$ cat src/rtl/gia_pkg.sv
package gia_pkg;

    // Word selector taken from address bits [3:2]
    typedef enum logic [1:0] {
        SEL_STATUS = 2'd0,
        SEL_EN_SET = 2'd1,
        SEL_RESULT = 2'd2,
        SEL_EN_CLR = 2'd3
    } gia_sel_e;

    typedef struct packed {
        logic stat_clr;
        logic en_set;
        logic en_clr;
        logic hit;
    } gia_strobe_t;

endpackage

$ cat src/rtl/gia_status_bank.sv
module gia_status_bank #(
    parameter int NUM_SRC = 32
) (
    input  logic               clk,
    input  logic               rst,
    input  logic [NUM_SRC-1:0] src,
    input  logic [NUM_SRC-1:0] clr_mask,
    output logic [NUM_SRC-1:0] status_q
);

    // One sticky cell per source; a new event beats a same-cycle clear.
    for (genvar i = 0; i < NUM_SRC; i++) begin : g_cell
        always_ff @(posedge clk) begin
            if (rst) begin
                status_q[i] <= 1'b0;
            end else if (src[i]) begin
                status_q[i] <= 1'b1;
            end else if (clr_mask[i]) begin
                status_q[i] <= 1'b0;
            end
        end
    end

    // every source seen high is pending one edge later
    p_latch_r2: assert property (@(posedge clk) disable iff (rst)
        (src != '0) |=> ((status_q & $past(src)) == $past(src)));

    // a status bit only falls when a clear was requested for it
    p_sticky_r3: assert property (@(posedge clk) disable iff (rst)
        1'b1 |=> (($past(status_q) & ~status_q & ~$past(clr_mask)) == '0));

endmodule

$ cat src/rtl/gia_enable_bank.sv
module gia_enable_bank #(
    parameter int NUM_SRC = 32
) (
    input  logic               clk,
    input  logic               rst,
    input  logic [NUM_SRC-1:0] set_mask,
    input  logic [NUM_SRC-1:0] clr_mask,
    output logic [NUM_SRC-1:0] enable_q
);

    logic [NUM_SRC-1:0] enable_d;

    always_comb begin
        enable_d = (enable_q | set_mask) & ~clr_mask;
    end

    always_ff @(posedge clk) begin
        if (rst) begin
            enable_q <= '0;
        end else begin
            enable_q <= enable_d;
        end
    end

    // bits named by a set write are on afterwards
    p_en_set_r4: assert property (@(posedge clk) disable iff (rst)
        (set_mask != '0) |=> ((enable_q & $past(set_mask)) == $past(set_mask)));

    // bits named by a clear write are off afterwards
    p_en_clr_r5: assert property (@(posedge clk) disable iff (rst)
        (clr_mask != '0) |=> ((enable_q & $past(clr_mask)) == '0));

    // with no port write, the enable vector holds
    p_en_hold_r6: assert property (@(posedge clk) disable iff (rst)
        (set_mask == '0 && clr_mask == '0) |=> $stable(enable_q));

endmodule

$ cat src/rtl/gia_router.sv
module gia_router #(
    parameter int NUM_SRC = 32
) (
    input  logic               direct_mode,
    input  logic [NUM_SRC-1:0] status_q,
    input  logic [NUM_SRC-1:0] enable_q,
    output logic [NUM_SRC-1:0] result,
    output logic [NUM_SRC-1:0] irq_direct,
    output logic               irq_group
);

    always_comb begin
        result = status_q & enable_q;
        if (direct_mode) begin
            irq_direct = result;
            irq_group  = 1'b0;
        end else begin
            irq_direct = '0;
            irq_group  = |result;
        end
    end

endmodule

$ cat src/rtl/gia_top.sv
module gia_top #(
    parameter int NUM_SRC = 32,
    parameter int ADDR_W  = 4
) (
    input  logic               clk,
    input  logic               rst,
    input  logic [NUM_SRC-1:0] src,
    input  logic               direct_mode,
    input  logic [ADDR_W-1:0]  bus_addr,
    input  logic               bus_wr,
    input  logic [NUM_SRC-1:0] bus_wdata,
    output logic [NUM_SRC-1:0] bus_rdata,
    output logic [NUM_SRC-1:0] irq_direct,
    output logic               irq_group
);
    import gia_pkg::*;

    localparam int HI_W = ADDR_W - 4;

    gia_sel_e           sel;
    gia_strobe_t        stb;
    logic               aligned;
    logic [NUM_SRC-1:0] status_q;
    logic [NUM_SRC-1:0] enable_q;
    logic [NUM_SRC-1:0] result;
    logic [NUM_SRC-1:0] stat_clr_mask;
    logic [NUM_SRC-1:0] en_set_mask;
    logic [NUM_SRC-1:0] en_clr_mask;

    // Address decode: only aligned words inside the 16-byte window hit
    if (ADDR_W > 4) begin : g_wide
        always_comb aligned = (bus_addr[1:0] == 2'b00) &&
                              (bus_addr[ADDR_W-1:4] == {HI_W{1'b0}});
    end else begin : g_narrow
        always_comb aligned = (bus_addr[1:0] == 2'b00);
    end

    always_comb begin
        sel          = gia_sel_e'(bus_addr[3:2]);
        stb          = '0;
        stb.hit      = aligned;
        if (bus_wr && aligned) begin
            unique case (sel)
                SEL_STATUS: stb.stat_clr = 1'b1;
                SEL_EN_SET: stb.en_set   = 1'b1;
                SEL_EN_CLR: stb.en_clr   = 1'b1;
                SEL_RESULT: ;
            endcase
        end
        stat_clr_mask = stb.stat_clr ? bus_wdata : '0;
        en_set_mask   = stb.en_set   ? bus_wdata : '0;
        en_clr_mask   = stb.en_clr   ? bus_wdata : '0;
    end

    always_comb begin
        bus_rdata = '0;
        if (stb.hit) begin
            unique case (sel)
                SEL_STATUS: bus_rdata = status_q;
                SEL_EN_SET: bus_rdata = enable_q;
                SEL_RESULT: bus_rdata = result;
                SEL_EN_CLR: bus_rdata = enable_q;
            endcase
        end
    end

    gia_status_bank #(.NUM_SRC(NUM_SRC)) u_status (
        .clk      (clk),
        .rst      (rst),
        .src      (src),
        .clr_mask (stat_clr_mask),
        .status_q (status_q)
    );

    gia_enable_bank #(.NUM_SRC(NUM_SRC)) u_enable (
        .clk      (clk),
        .rst      (rst),
        .set_mask (en_set_mask),
        .clr_mask (en_clr_mask),
        .enable_q (enable_q)
    );

    gia_router #(.NUM_SRC(NUM_SRC)) u_route (
        .direct_mode (direct_mode),
        .status_q    (status_q),
        .enable_q    (enable_q),
        .result      (result),
        .irq_direct  (irq_direct),
        .irq_group   (irq_group)
    );

    // no per-bit line rises without a pending enabled source
    p_direct_r7: assert property (@(posedge clk) disable iff (rst)
        (irq_direct & ~(status_q & enable_q)) == '0);

    // the group line implies some pending enabled source, and in direct mode it is low
    p_group_r8: assert property (@(posedge clk) disable iff (rst)
        irq_group |-> (!direct_mode && ((status_q & enable_q) != '0)));

    // a source high during a clear of its bit still leaves it pending
    p_set_wins_r9: assert property (@(posedge clk) disable iff (rst)
        ((src & stat_clr_mask) != '0) |=>
            ((status_q & $past(src & stat_clr_mask)) == $past(src & stat_clr_mask)));

    // right after reset nothing is pending or enabled
    p_reset_r1: assert property (@(posedge clk)
        $past(rst) |-> (status_q == '0 && enable_q == '0));

    // unaligned writes leave both vectors untouched
    p_unaligned_r10: assert property (@(posedge clk) disable iff (rst)
        (bus_wr && bus_addr[1:0] != 2'b00 && src == '0) |=>
            ($stable(status_q) && $stable(enable_q)));

endmodule

$ cat config.mk
export PLATFORM = sky130hd
export DESIGN_NAME = gia_top
export DESIGN_NICKNAME = d
export VERILOG_FILES = /design/src/rtl/gia_pkg.sv /design/src/rtl/gia_status_bank.sv /design/src/rtl/gia_enable_bank.sv /design/src/rtl/gia_router.sv /design/src/rtl/gia_top.sv
export SDC_FILE = /design/constraint.sdc
export NUM_CORES = 1
export LEC_CHECK = 0
export BUFFER_PORTS_ARGS = -buffer_cell sky130_fd_sc_hd__buf_2
export CELL_PAD_IN_SITES_DETAIL_PLACEMENT = 0
export CELL_PAD_IN_SITES_GLOBAL_PLACEMENT = 1
export CORE_ASPECT_RATIO = 1.1
export CORE_MARGIN = 3
export CORE_UTILIZATION = 36
export DETAILED_ROUTE_END_ITERATION = 10
export GPL_TIMING_DRIVEN = 0
export MAX_ROUTING_LAYER = met4
export PLACE_DENSITY = 0.8
export SLEW_MARGIN = 20
export SYNTH_ARGS = -nofsm -noshare
export SYNTH_HDL_FRONTEND = slang
export SYNTH_SLANG_ARGS = --single-unit
$ cat constraint.sdc
create_clock -name clk -period 1.6 [get_ports clk]
set_input_delay 0.16 -clock clk [delete_from_list [all_inputs] [get_ports clk]]
set_output_delay 0.16 -clock clk [all_outputs]
set_load 0.05 [all_outputs]
==> results.md <==
* Synth Register Bits at 64
* Slew Limit Fails at 0
* Antenna fix cells at 0
* Power Density at roughly 790 nW/µm²
* Synth top area cells: dfxtp_1, a311oi_2, o221a_2
* CP max FO at 4
* Status: finished with violations
* Most frequent cells in the layout: buf_2, dfxtp_1, a21oi_1, and3_1
* Min-Delay Path Class: primary input to flop
* Wire per inst at 19.5 µm
* NumNets Final at around 580
* Total routed wirelength at about 12,000 µm
* First-pass GRT wire length at ~19,000 µm
* Required @ worst endpoint at about 1.4 ns
* Sequential area share after synthesis at between 30% and 40%
* Delay-heaviest family, CP: simple AND/OR/NAND/NOR gates
* Mapped Nets at 429
* Rows at 36
* Initial antenna violation count at 0
* Gate Count Post-Synth at around 360
* Crit-path cells: a22oi_2 -> nand4_1 -> nor3_4 -> a41oi_2 -> buf_6
* YS warnings at 0
* Register area at approximately 1300 µm²
* Util after Layout at between 50% and 60%
* Slowest library cell on the worst path: dfxtp_1
* Min Clock Period, post-route at 1.79 ns
* Total CTS buffers at 9
* DR DRC count at 0
* Vias in the first global route at roughly 3,700
* Final antenna-violating net count at 0
* Synth unique cells at 24
* Crit path DAT at 1.63 ns
* CP startpoint: u_status.status_q[31]
* Worst-margin pin slew at just under 0.8 ns
* Initial DRC Count at 147
* Slew Limit Headroom at between 40 and 50%
* PnR Total Power at 0.00361 W
* Critical path launch point type: flop
* GRT overflow at 0
* CTS tree: built
* Io pins at 137
* Worst Hold Launch: src[4]
* Area growth syn-to-layout at 32.8%
* Mapped Avg Cell Area at about 9.6 µm²
* Core area at 9100 µm²
* Post-Syn Area at ~3400 µm²
* Multi-input logic area at between 1500 and 2000 µm²
* WHS at approximately 0.026 ns
* Vias per cell at between 5 and 6
* Commonest non-fill, non-tap cell in the layout: buf_2
* CTS sink count at 64
* Maxcap violations at 0
* Final setup viols at 1
* Setup ws final at -0.187 ns
* DP HPWL at between 8000 and 9000 µm
* Total Routing Usage GR at 23.3%
* CP Class: flop to output pin
* VDD IR max at approximately 0.00041 V
* Area leader, netlist: dfxtp_1
* Root buffer cell: clkbuf_8
* FMAX at ~560 MHz
* Share of cells above drive strength 1 at between 50% and 60%
* Final period util at 112%
* Final Hold Violating Endpoints at 0
* Vias at approximately 3,600
* Lkg Pwr at 2.06 nW
* Fillcell total at roughly 930
* DRT Pass-1 Iters at 5
* Die Height at 108 µm
* H-tree depth at 3
* Worst Path Buf+Inv at 1
* RD Place Congestion at between 0.8 and 0.9
* Clock latency on the worst-skew pair at 0.34 ns
* DIE AREA at 10,800 µm²
* Failing checks: setup timing
* Port Buffers at around 130
* Critical path's largest stage delay at between 0.3 and 0.4 ns
* Dpl ws at -0.203 ns
* RSZ-0062 raised after global routing: true
* Synth top area share at 37.3%
* Reg2reg start: u_enable.enable_q[2]
* Clk slew on worst S/H paths at roughly 0.07 ns
* Worst Setup End Kind: output pin
* Pin count of the biggest net entering global routing at 11
* Die Width at approximately 99 µm
* Skew final at 0 ns
* Starting density of the core at a little under two fifths
* CTS Buffer Depth at 2
[flip-flops by register name, indices dropped and copies added, names as in the netlist]
register,flops
u_enable.enable_q,32
u_status.status_q,32
[where the power goes]
part           total (W)  switching [W]  internal, W
clock network    0.00122       0.000640     0.000579
registers        0.00175      0.0000839      0.00167
logic           0.000640       0.000413     0.000228
[Yosys cell counts (all sizes together)]
| library cell | number |
|---|---|
| clkbuf | 19 |
| nand2 | 8 |
| a22o | 3 |
| nand3 | 32 |
| a22oi | 10 |
| dfxtp | 64 |
| a41oi | 1 |
| nor2 | 34 |
| a21oi | 64 |
| a221oi | 3 |
| o221a | 32 |
| nor4bb | 1 |
| or2 | 3 |
| buf | 18 |
| nor3b | 1 |
| a311oi | 29 |
| nor3 | 1 |
| nand4 | 1 |
| and3 | 33 |
[per-layer routing]
metal,global-route usage [%],part of all wire (%),vias up
met2,37.6,49,135
met3,3.87,6.5,19
met1,29.1,43,1772
met5,-,0,-
li1,-,-,1707
met4,8.88,1.8,0
[tightest hold or removal path, delay by kind of cell]
| family | cells | cell delay (ns) |
|---|---|---|
| buffers and inverters | 1 | 0.07 |
| AO/OA/AOI/OAI | 1 | 0.03 |
| AND/OR/NAND/NOR | 1 | 0.06 |
[cells by family after synthesis]
logic type | synth area share (%)
AO/OA/AOI/OAI | 38.5
AND/OR/NAND/NOR | 17.3
flip-flops | 37.3
buffers and inverters | 6.88
[timing repair]
item	in CTS	in global routing
resized for setup	24	12
gates cloned	0	0
setup endpoints to repair	33	33
pin swaps	5	5
hold buffers	0	0
buffers inserted	6	0
[worst paths after layout]
| kind | slack (ns) | to | depth (start not counted) |
|---|---|---|---|
| setup / recovery | -0.19 | irq_group | 5 |
| hold / removal | 0.03 | u_status.status_q[4] | 3 |
| hold reg to reg | 0.51 | u_enable.enable_q[31] | 2 |
| setup reg to reg | 0.77 | u_enable.enable_q[2] | 3 |
[per-stage QoR]
stage                     area [µm²]  cells  setup TNS [ns]
after floorplan                 3440    357               0
after global placement          4250    604           -4.62
after detailed placement        4250    604           -5.16
after CTS                       4520    624          -0.227
after global routing            4560    624          -0.238
final                           4560    624          -0.187
[area by class of cell]
class | count | share of cell area, %
tap | 114 | 3.13
sequential | 64 | 28.5
timing repair buffer | 139 | 15.7
multi-input combinational | 256 | 43.7
clock buffer | 10 | 3.02
clock inverter | 4 | 0.493
buffer | 37 | 5.54
Power figures use the tool's default switching activity.
